### src/rtl/slv_arb_pkg.sv
package slv_arb_pkg;

    typedef enum logic [0:0] {
        ARB_IDLE  = 1'b0,
        ARB_OWNED = 1'b1
    } arb_state_e;

    // Successor of a master index with wrap-around at n.
    function automatic int unsigned wrap_next(input int unsigned idx, input int unsigned n);
        return (idx + 1 >= n) ? 0 : idx + 1;
    endfunction

endpackage

### src/rtl/slv_arb_fixed_pick.sv
module slv_arb_fixed_pick #(
    parameter int NUM_MASTERS = 8,
    parameter int LVL_W       = 4,
    localparam int IDX_W      = (NUM_MASTERS > 1) ? $clog2(NUM_MASTERS) : 1
) (
    input  logic [NUM_MASTERS-1:0]       req,
    input  logic [NUM_MASTERS*LVL_W-1:0] prio,
    output logic [IDX_W-1:0]             win
);

    logic [LVL_W-1:0] best;
    logic             found;

    // Ascending scan with strict compare: equal levels keep the lower index.
    always_comb begin
        win   = '0;
        best  = '1;
        found = 1'b0;
        for (int i = 0; i < NUM_MASTERS; i++) begin
            if (req[i] && (!found || (prio[i*LVL_W +: LVL_W] < best))) begin
                found = 1'b1;
                best  = prio[i*LVL_W +: LVL_W];
                win   = IDX_W'(i);
            end
        end
    end

endmodule

### src/rtl/slv_arb_rr_pick.sv
module slv_arb_rr_pick #(
    parameter int NUM_MASTERS = 8,
    localparam int IDX_W      = (NUM_MASTERS > 1) ? $clog2(NUM_MASTERS) : 1
) (
    input  logic [NUM_MASTERS-1:0] req,
    input  logic [IDX_W-1:0]       start,
    output logic [IDX_W-1:0]       win
);

    logic found;
    int   pos;

    // First requester found walking upward from start, wrapping at NUM_MASTERS.
    always_comb begin
        win   = '0;
        found = 1'b0;
        pos   = 0;
        for (int k = 0; k < NUM_MASTERS; k++) begin
            pos = int'(start) + k;
            if (pos >= NUM_MASTERS) pos = pos - NUM_MASTERS;
            if (!found && req[pos[IDX_W-1:0]]) begin
                found = 1'b1;
                win   = pos[IDX_W-1:0];
            end
        end
    end

endmodule

### src/rtl/slave_arbiter.sv
module slave_arbiter #(
    parameter int NUM_MASTERS = 8,
    parameter int LVL_W       = 4,
    localparam int IDX_W      = (NUM_MASTERS > 1) ? $clog2(NUM_MASTERS) : 1
) (
    input  logic                         clk,
    input  logic                         rst_n,
    input  logic [NUM_MASTERS-1:0]       req,
    input  logic                         mode_rr,
    input  logic [NUM_MASTERS*LVL_W-1:0] prio_word,
    input  logic                         xfer_done,
    output logic [NUM_MASTERS-1:0]       grant,
    output logic [IDX_W-1:0]             grant_idx
);
    import slv_arb_pkg::*;

    arb_state_e       state_q, state_d;
    logic [IDX_W-1:0] rr_ptr_q;
    logic [IDX_W-1:0] fx_win, rr_win, sel_idx;
    logic             any_req;
    logic             arb_point;

    slv_arb_fixed_pick #(.NUM_MASTERS(NUM_MASTERS), .LVL_W(LVL_W)) fixed_i (
        .req  (req),
        .prio (prio_word),
        .win  (fx_win)
    );

    slv_arb_rr_pick #(.NUM_MASTERS(NUM_MASTERS)) rr_i (
        .req   (req),
        .start (rr_ptr_q),
        .win   (rr_win)
    );

    assign any_req   = |req;
    assign sel_idx   = mode_rr ? rr_win : fx_win;
    assign arb_point = (state_q == ARB_IDLE) || xfer_done;

    // Transitions: claim, hold, handover, release.
    always_comb begin
        state_d = state_q;
        unique case (state_q)
            ARB_IDLE:  if (any_req) state_d = ARB_OWNED;              // claim
            ARB_OWNED: if (xfer_done) begin
                           state_d = any_req ? ARB_OWNED : ARB_IDLE;  // handover / release
                       end                                            // else hold
            default:   state_d = ARB_IDLE;
        endcase
    end

    // State register and rotation pointer.
    always_ff @(posedge clk) begin
        if (!rst_n) begin
            state_q  <= ARB_IDLE;
            rr_ptr_q <= '0;
        end else begin
            state_q <= state_d;
            if (arb_point && any_req && mode_rr)
                rr_ptr_q <= IDX_W'(wrap_next(int'(rr_win), NUM_MASTERS));
        end
    end

    // Registered outputs.
    always_ff @(posedge clk) begin
        if (!rst_n) begin
            grant     <= '0;
            grant_idx <= '0;
        end else if (arb_point) begin
            if (any_req) begin
                grant     <= NUM_MASTERS'(1) << sel_idx;
                grant_idx <= sel_idx;
            end else begin
                grant     <= '0;
                grant_idx <= '0;
            end
        end
    end

    // ---------------- assertions ----------------
    p_onehot_r3: assert property (@(posedge clk) disable iff (!rst_n)
        $onehot0(grant));

    p_idx_match_r3: assert property (@(posedge clk) disable iff (!rst_n)
        (grant != '0) |-> grant[grant_idx]);

    p_hold_r4: assert property (@(posedge clk) disable iff (!rst_n)
        (state_q == ARB_OWNED && !xfer_done) |=> ($stable(grant) && $stable(grant_idx)));

    p_no_req_r2: assert property (@(posedge clk) disable iff (!rst_n)
        (arb_point && !any_req) |=> (grant == '0));

    p_granted_requester_r5: assert property (@(posedge clk) disable iff (!rst_n)
        (arb_point && any_req) |-> req[sel_idx]);

    p_ptr_step_r9: assert property (@(posedge clk) disable iff (!rst_n)
        (arb_point && any_req && mode_rr)
        |=> (rr_ptr_q == IDX_W'(wrap_next(int'(grant_idx), NUM_MASTERS))));

    p_ptr_keep_r9: assert property (@(posedge clk) disable iff (!rst_n)
        !(arb_point && any_req && mode_rr) |=> $stable(rr_ptr_q));

endmodule

### config.mk
export PLATFORM = sky130hd
export DESIGN_NAME = slave_arbiter
export DESIGN_NICKNAME = d
export VERILOG_FILES = /design/src/rtl/slv_arb_pkg.sv /design/src/rtl/slv_arb_fixed_pick.sv /design/src/rtl/slv_arb_rr_pick.sv /design/src/rtl/slave_arbiter.sv
export SDC_FILE = /design/constraint.sdc
export NUM_CORES = 1
export LEC_CHECK = 0
export BUFFER_PORTS_ARGS = -buffer_cell sky130_fd_sc_hd__buf_2
export CAP_MARGIN = 0
export CORE_MARGIN = 1.5
export CORE_UTILIZATION = 58
export CTS_BUF_LIST = sky130_fd_sc_hd__clkbuf_4 sky130_fd_sc_hd__clkbuf_8
export CTS_CLUSTER_DIAMETER = 200
export CTS_CLUSTER_SIZE = 10
export DETAILED_ROUTE_END_ITERATION = 8
export PLACE_DENSITY = 0.87
export SKIP_LAST_GASP = 1
export SLEW_MARGIN = 25
export SYNTH_ARGS = -nofsm -noshare
export SYNTH_HDL_FRONTEND = slang
export SYNTH_HIERARCHICAL = 1
export SYNTH_SLANG_ARGS = --single-unit
### constraint.sdc
create_clock -name clk -period 13.66 [get_ports clk]
set_input_delay 2.049 -clock clk [delete_from_list [all_inputs] [get_ports clk]]
set_output_delay 2.049 -clock clk [all_outputs]
set_load 0.005 [all_outputs]
; Word level (Yosys, flattened, before mapping)
; Index checks and enable logic that the tools add are counted.
[totals]
reg_bits = 15
in_bits = 44
output_inout_bits = 11
wordCells = 152
[op_classes]
addsub = 16
n_lt_le_gt_ge = 24
n_shift = 1
mux = 67
bitwise = 1
reduce_logical = 39
[op_table]
columns = cell, n
row1 = 3-bit 2-to-1 mux, 23
row2 = 4-bit greater-or-equal comparator (second input constant), 8
row3 = 3-bit by 4-bit < comparator with 1-bit output (second input constant), 8
row4 = 4-bit < comparator, 7
row5 = 4-bit 2-to-1 mux, 7
row6 = 1-bit 2-to-1 mux, 25
row7 = 1-bit binary-select mux with 3-bit select, 8
row8 = 3-bit by 1-bit subtractor with 3-bit output (second input constant), 8
row9 = 3-bit by 3-bit adder with 4-bit output (second input constant), 4
row10 = 1-bit logical AND, 16
row11 = 1-bit zero test, 14
row12 = 3-bit by 1-bit adder with 4-bit output (second input constant), 2
row13 = 3-bit by 2-bit adder with 4-bit output (second input constant), 2
row14 = 1-bit logical OR, 8
row15 = 8-bit 2-to-1 mux, 1
row16 = 8-bit OR reduction, 1
row17 = 1-bit by 3-bit << shifter with 8-bit output (first input constant), 1
row18 = 3-bit by 4-bit greater-or-equal comparator with 1-bit output (second input constant), 1
row19 = 2-bit 2-to-1 mux, 2
row20 = 1-bit one-hot mux with 2 select lines, 1
row21 = 1-bit inverter, 1

; Logic depth before layout (Yosys ltp)
; Gate-level depths: netlist (run 1).
[logic_depth]
ltp_word = 32
mapped_depth = 58
ltp_nobuf = 56

; Cells and area by module
; Netlist (run 1), hierarchy kept.
[by_module_without_submodules]
columns = module, instances, cells_each, area_each_um2, seq_area_each_um2
row1 = slv_arb_fixed_pick, 1, 211, 1495.2, 0.0
row2 = slv_arb_rr_pick, 1, 90, 782.0, 0.0
row3 = slave_arbiter, 1, 82, 719.4, 300.3

; Worst setup path before layout (run 1)
; No wires, ideal clock.
[synth_path]
kind = input to register
from = in req[0]
to = reg grant[2]
setup_ns = 0.069
arrival_time_ns = 11.755
required_ns = 13.591
setup_slack_ns = 1.836
path_stages = 50
n_path_buf = 2
path_cell_list = buf_6 -> inv_2 -> nor2_1 -> ha_1 -> and3b_1 -> a221oi_4 -> mux2i_1 -> inv_1 -> ha_1 -> or4_4 -> o21ai_4 -> nand2_1 -> a21oi_1 -> a21oi_1 -> ha_1 -> nand2_1 -> a221oi_2 -> or2_1 -> (+14 left out) -> mux2i_1 -> ha_1 -> a21o_1 -> nor3b_1 -> a21oi_1 -> mux2i_1 -> mux2_1 -> ha_1 -> o21a_1 -> o32ai_1 -> a21o_1 -> nor2_1 -> and3_1 -> o21ai_1 -> mux2_4 -> nor2_1 -> nand2_1 -> o21ai_1
[synth_via]
elab_chain_len = 32
elab_cells_between_ends = 98
cone_classes = 7 x order compare / 1 x shift / 54 x mux / 36 x reduce/logical
[synth_rtl]
columns = item, line_no
row1 = from (decl), slave_arbiter.sv:8  ; input logic [NUM_MASTERS-1:0] req,
row2 = 4-bit 2-to-1 mux / 1-bit 2-to-1 mux (equally long branches), slv_arb_fixed_pick.sv:20  ; if (req[i] && (!found || (prio[i*LVL_W +: LVL_W] < best))) begin
row3 = 4-bit < comparator / 1-bit zero test (equally long branches), slv_arb_fixed_pick.sv:20
row4 = 1-bit logical OR, slv_arb_fixed_pick.sv:20
row5 = 1-bit logical AND, slv_arb_fixed_pick.sv:20
row6 = 4-bit 2-to-1 mux / 1-bit 2-to-1 mux (equally long branches), slv_arb_fixed_pick.sv:20
row7 = 4-bit < comparator / 1-bit zero test (equally long branches), slv_arb_fixed_pick.sv:20
row8 = 1-bit logical OR, slv_arb_fixed_pick.sv:20
row9 = 1-bit logical AND, slv_arb_fixed_pick.sv:20
row10 = (+17 left out), --
row11 = 4-bit < comparator / 1-bit zero test (equally long branches), slv_arb_fixed_pick.sv:20
row12 = 1-bit logical OR, slv_arb_fixed_pick.sv:20
row13 = 1-bit logical AND, slv_arb_fixed_pick.sv:20
row14 = 3-bit 2-to-1 mux (*), slv_arb_fixed_pick.sv:20
row15 = net fx_win[2], slave_arbiter.sv:19  ; logic [IDX_W-1:0] fx_win, rr_win, sel_idx;
row16 = 3-bit 2-to-1 mux (*), slave_arbiter.sv:36  ; assign sel_idx = mode_rr ? rr_win : fx_win;
row17 = 1-bit by 3-bit << shifter with 8-bit output (*), slave_arbiter.sv:70  ; grant <= NUM_MASTERS'(1) << sel_idx;
row18 = 8-bit 2-to-1 mux (*), slave_arbiter.sv:69  ; if (any_req) begin
row19 = to (signal assigned), slave_arbiter.sv:70
row20 = to (decl), slave_arbiter.sv:12  ; output logic [NUM_MASTERS-1:0] grant,
; The timed path passes the listed nets; every way through them passes the cells marked *. The select of a mux whose other input is x is not followed.
; A chain may end at the register's enable or synchronous reset.

; Worst setup path in the final report (run 1)
[layout_path]
from = in req[0]
to = reg grant[1]
; Same word-level chain as after synthesis.

==> results by group, run 1 <==
Yosys
  • Most frequent cell after synthesis: nand2_1
  • Synth area leaders: dfxtp_1 (10%), mux2i_1 (6.3%), ha_1 (5.8%), nand2_1 (5.6%), a21oi_1 (4.8%)
  • Post-synth EDFFs: 0
  • Ys flop type: dfxtp_1
  • FF+latch count, synth: 15
  • Sequential cell area fraction in the yosys report: 0.1002
  • Synth cell types: 83
  • Syn avg cell area: 7.824 um2
  • Cell area after synthesis: 0.002997 mm2
  • Syn. warnings: 6
  • Share of the synthesized area in the top cell type: 0.1002
  • Post-Synthesis Cells: 383
  • Async SR Flop Fraction: 0
  • Yosys top cell by area: dfxtp_1
  • Syn nets: 441
  • Top cells by count, synth: nand2_1 (45), nor2_1 (30), a21oi_1 (29), inv_1 (21), mux2i_1 (19)

Power
  • Leakage power: 1.459 nW
  • Overall Power: 0.5116 mW
  • Sw frac: 0.4850
  • Clk pwr share: 0.074
  • Seq pwr share: 0.151
  • Pwr/cell area: 154.7 mW/mm2
  • Peak supply drop: 0.00005917 V
  • NetSw: 0.2481 mW
  • Logic pwr share: 0.775
  • Pint: 0.2635 mW

Cells and area
  • Area Overhead vs Synth: 10.35%
  • Final nets: 488
  • Layout cells sized above 1: 0.2378
  • Final std cells w/o fill: 496
  • N_diodes: 0

Clocking
  • Clock Root Buffer: clkbuf_8
  • Clk Latency, worst-skew pair: 0.25 ns
  • Hold buffers post-CTS: 0
  • # H-tree levels: 1
  • Cts repair resizes: 0
  • CTS max path bufs: 2
  • Clk pin slew, worst setup/hold paths: 0.06 ns
  • CTS sink cnt: 15
  • Total CTS buffers: 3
  • CTS tree: yes
  • Setup Buffers After CTS: 0

Detailed routing
  • Drt via density: 6.256
  • Routed wire length: 7131 um
  • First DRT Iteration DRCs: 209
  • WL per Instance: 14.38 um
  • First drt pass iteration count: 5
  • Post-DRT Antenna Nets: 0
  • Residual DRC: 0
  • Via count: 3103

Run status
  • Outcome: finished clean

Worst setup path
  • Startpoint Class: input pin
  • Critical path class: input pin to flip-flop
  • Critical path arrival: 13.07 ns
  • WP buf/inv: 5
  • Crit-path max cell delay: 0.50 ns
  • Worst path slowest cell: a221oi_4
  • CP Data Required Time: 13.83 ns
  • Cell mode on critical path: ha_1
  • CP Capture Type: flip-flop
  • Critical path peak fanout: 15
  • Cell family with most CP delay: compound AO/OA/AOI/OAI gates

Worst hold path
  • Hold Path Class: flip-flop to flip-flop

Floorplan
  • I/O pin count: 55
  • Starting density of the core: 0.6181
  • Chip Width: 74.88 um
  • Die height: 74.88 um
  • Cell Rows: 25
  • Die footprint: 0.005607 mm2
  • Core ar.: 0.004848 mm2

STA
  • RSZ-0062 raised after global routing: no
  • Worst Max-Slew Pin Slew: 0.5663 ns
  • Final Hold Viols: 0
  • Period utilization: 0.9442
  • Clk_skew: 0.001723 ns
  • Final setup TNS: 0 ns
  • # setup viols final: 0
  • Final Max Tran Viols: 0
  • Clock period minus worst slack: 12.90 ns
  • Fmax: 77.53 MHz
  • Slew HR: 0.6220

Global route
  • Antenna violations before repair: 0
  • Remaining Overflow, GRT: 0
  • Vias in the first global route: 2773
  • Total Routing Usage GR: 0.2652
  • First-pass GRT wire length: 12120 um
  • Largest net degree at the start of global routing: 17

Place
  • Placer congestion estimate: 0.9486
  • Dpl hpwl: 5620 um
  • DP Cell Count: 492
  • PortBufs: 54

Flow run
  • Max Cap Violations: 0
[per-stage QoR]
step | setup slack [ns] | hold WS (ns) | utilization | instance area (um2)
floorplan | 1.836 | 0.4446 | - | 2997
global placement | 0.6904 | 0.4316 | 0.6712 | 3254
detailed placement | 0.3615 | 0.4368 | 0.6712 | 3254
CTS | 0.6204 | 0.4480 | 0.6813 | 3303
global route | 0.01924 | 0.4695 | 0.6821 | 3307
finish | 0.7620 | 0.4459 | 0.6821 | 3307
[worst register-to-register path: cells and delay by family, from the launching register on]
kind / cells / cell delay [ns]
adder cells (fa/ha/maj): 2 / 0.75
AO/OA/AOI/OAI: 4 / 0.84
AND/OR/NAND/NOR: 2 / 0.40
multiplexers: 4 / 1.30
buffers and inverters: 1 / 0.17
flip-flops: 1 / 0.68
[power by group through the flow]
stage	clock network, mW	registers (mW)	logic, mW
3_3_place_gp	0	0.0772	0.379
5_1_grt	0.0410	0.0804	0.441
2_1_floorplan	0	0.0666	0.333
6_report	0.0379	0.0774	0.396
3_5_place_dp	0	0.0783	0.388
4_1_cts	0.0378	0.0773	0.392
[state kept, by name, summed over array words and instances, names as in the netlist]
| register | cells |
|---|---|
| state_q | 1 |
| rr_ptr_q | 3 |
| grant_idx | 3 |
| grant | 8 |
[layout make-up]
class | instances | area, um2
Multi-Input combinational cell | 334 | 2521
Fill cell | 399 | 1541
Sequential cell | 15 | 300.3
Inverter | 22 | 82.58
Timing Repair Buffer | 54 | 270.3
Tap cell | 67 | 83.83
Clock buffer | 4 | 48.80
[layout by cell type, fill, tap and decap left out, types with 9 or more instances in the layout]
master	count
buf_2	54
nand2_1	45
nor2_1	30
a21oi_1	28
inv_1	21
mux2i_1	19
o21ai_0	15
dfxtp_1	15
ha_1	14
o21ai_1	13
nand3_1	9
[path summary, 6_finish.rpt]
kind	startpoint	to	slack (ns)	depth (start not counted)
setup / recovery	req[0]	grant[1]	0.76	49
hold / removal	grant[5]	grant[5]	0.45	2
setup reg to reg	rr_ptr_q[1]	rr_ptr_q[2]	9.41	13
hold reg to reg	grant[5]	grant[5]	0.45	2
[routing by layer]
| metal | up-vias | global-route usage | wire [um] |
|---|---|---|---|
| li1 | 1557 | - | - |
| met1 | 1445 | 0.3586 | 3249 |
| met2 | 90 | 0.4543 | 3514 |
| met3 | 11 | 0.01205 | 259 |
| met4 | 0 | 0.08485 | 108 |
| met5 | - | 0 | 0 |
[kinds of logic after synthesis]
logic type               synth area share
AND/OR/NAND/NOR                    0.2497
AO/OA/AOI/OAI                      0.3207
multiplexers                       0.1837
buffers and inverters             0.05971
adder cells (fa/ha/maj)           0.06848
flip-flops                         0.1002
XOR/XNOR                          0.01754
(Power assumes the default switching activity.)
==> run 2, diff against run 1 <==
PLACE_DENSITY = 0.83   (was 0.87)
SETUP_SLACK_MARGIN = 0.4   (was not set)
==> results by group, run 2 (synthesis gave the netlist of run 1 again) <==
Run status
  • Outcome: finished clean

Power
  • Peak supply drop: 0.00006203 V (+4.8%)
  • Pwr/cell area: 155.3 mW/mm2 (+0.36%)
  • Leakage power: 1.466 nW (+0.48%)

Detailed routing
  • Drt via density: 6.334 (+1.2%)
  • Post-DRT Antenna Nets: 0 (unchanged)
  • WL per Instance: 14.58 um (+1.4%)
  • First DRT Iteration DRCs: 198 (-5.3%)
  • Routed wire length: 7244 um (+1.6%)
  • First drt pass iteration count: 7 (+2)
  • Via count: 3148 (+1.5%)
  • Residual DRC: 0 (unchanged)

Worst setup path
  • Critical path peak fanout: 15 (unchanged)
  • Worst path slowest cell: or4_4
  • Startpoint Class: input pin
  • Crit-path max cell delay: 0.50 ns (about the same)
  • R2R Path End: rr_ptr_q[2]
  • CP startpoint: req[0]
  • Critical path class: input pin to flip-flop
  • CP Data Required Time: 13.84 ns (about the same)
  • Critical path arrival: 12.71 ns (-0.36 ns)
  • R2R Path Start: rr_ptr_q[1]
  • CP Capture Type: flip-flop
  • R2r setup slk: 9.37 ns (-0.04 ns)
  • Cell mode on critical path: ha_1
  • R2R depth: 13 (unchanged)

STA
  • RSZ-0062 raised after global routing: no
  • Final Hold Viols: 0 (unchanged)
  • Period utilization: 0.9177 (-0.02648)
  • Slew HR: 0.6282 (+0.006248)
  • Final setup TNS: 0 ns (unchanged)
  • Final Max Tran Viols: 0 (unchanged)
  • Clk_skew: 0.001689 ns (-0.00003425 ns)
  • # setup viols final: 0 (unchanged)
  • Worst Max-Slew Pin Slew: 0.5569 ns (-0.009359 ns)
  • Clock period minus worst slack: 12.54 ns (-0.3617 ns)
  • Fmax: 79.77 MHz (+2.9%)

Floorplan
  • Die footprint: 0.005607 mm2 (unchanged)
  • I/O pin count: 55 (unchanged)
  • Cell Rows: 25 (unchanged)
  • Starting density of the core: 0.6181 (unchanged)
  • Die height: 74.88 um (unchanged)
  • Chip Width: 74.88 um (unchanged)
  • Core ar.: 0.004848 mm2 (unchanged)

Cells and area
  • Most frequent cells in the layout: buf_2 (54), nand2_1 (45), nor2_1 (30)
  • Top flop regs: grant: 8 flops, grant_idx: 3 flops, rr_ptr_q: 3 flops
  • Final nets: 489 (+0.20%)
  • # fillers: 406 (+1.8%)
  • Final std cells w/o fill: 497 (+0.20%)
  • Biggest register: grant
  • Most common cell after layout, fill and taps aside: buf_2
  • Layout cells sized above 1: 0.2419 (+0.004098)
  • Final Instance Area: 0.003319 mm2 (+0.38%)
  • Area Overhead vs Synth: 10.77%
  • Max reg flops: 8 (unchanged)
  • N_diodes: 0 (unchanged)

Worst hold path
  • Hold endpoint: grant[4]
  • Hold Path Class: flip-flop to flip-flop
  • Worst Hold Depth: 2 (unchanged)
  • Hold Path Origin: grant[4]

Clocking
  • CTS max path bufs: 2 (unchanged)
  • CTS sink cnt: 15 (unchanged)
  • Clock Root Buffer: clkbuf_8
  • CTS tree: yes
  • Clk Latency, worst-skew pair: 0.24 ns (about the same)
  • Clk pin slew, worst setup/hold paths: 0.06 ns (about the same)
  • # H-tree levels: 1 (unchanged)
  • Total CTS buffers: 3 (unchanged)

Place
  • DP Cell Count: 492 (unchanged)
  • Placed cell area: 0.003254 mm2 (unchanged)
  • Placer congestion estimate: 0.8684 (-8.5%)
  • Dpl hpwl: 5758 um (+2.5%)
  • PortBufs: 54 (unchanged)

Global route
  • Grt peak-use layer: met2
  • Antenna violations before repair: 0 (unchanged)
  • Global routing usage on met3: 0.01874 (+0.006693)
  • M1 GR Usage: 0.3393 (-0.01928)
  • Largest net degree at the start of global routing: 17 (unchanged)
  • Vias in the first global route: 2830 (+2.1%)
  • Total Routing Usage GR: 0.2636 (-0.001596)
  • First-pass GRT wire length: 12050 um (-0.51%)
  • Met2 Use GR: 0.4700 (+0.01573)
  • Remaining Overflow, GRT: 0 (unchanged)

Flow run
  • Max Cap Violations: 0 (unchanged)
run 2: critical path: cells and delay by family:
kind            cells  cell delay (ns)
fa+ha+maj           7             1.99
compound gates     19             3.68
buf+inv             5             0.59
mux                 5             1.51
simple gates       14             2.87
run 2: layout make-up:
| class | instances | area [um2] | area share |
|---|---|---|---|
| Inverter | 22 | 82.58 | 0.02488 |
| Tap cell | 67 | 83.83 | 0.02525 |
| Timing Repair Buffer | 55 | 277.8 | 0.08368 |
| Clock buffer | 4 | 48.80 | 0.01470 |
| Sequential cell | 15 | 300.3 | 0.09046 |
| Multi-Input combinational cell | 334 | 2526 | 0.7610 |
run 2: per-stage QoR:
step / total power [mW] / util / setup WS [ns] / hold WS [ns]
after detailed placement: 0.4697 / 0.6712 / 0.4474 / 0.4377
after global placement: 0.4541 / 0.6712 / 0.7210 / 0.4375
final: 0.5154 / 0.6846 / 1.124 / 0.4412
after floorplan: 0.3997 / - / 1.836 / 0.4446
after global routing: 0.5610 / 0.6846 / 0.3681 / 0.4652
after CTS: 0.5097 / 0.6813 / 0.6716 / 0.4460
run 2: power breakdown:
group	internal, mW	total (mW)	switching, mW
combinational	0.184	0.401	0.218
clock	0.0226	0.0369	0.0144
sequential	0.0575	0.0772	0.0196
run 2: per-layer routing:
layer	wire [um]	share of wire	vias to the layer above
li1	-	-	1554
met1	3184	0.44	1492
met2	3751	0.52	92
met3	248	0.034	10
met4	60	0.0083	0
met5	0	0	-
run 2: worst max-delay path by stage:
stage          endpoint  slack [ns]
2_1_floorplan  grant[2]        1.84
3_3_place_gp   grant[1]        0.72
3_5_place_dp   grant[2]        0.45
4_1_cts        grant[2]        0.67
5_1_grt        grant[3]        0.37
6_report       grant[2]        1.12
run 2: repair_timing:
| action | CTS | global route |
|---|---|---|
| setup buffers | 0 | 1 |
| resized for setup | 0 | 2 |
| endpoints found under the setup margin | 0 | 11 |
| hold buffers | 0 | 0 |
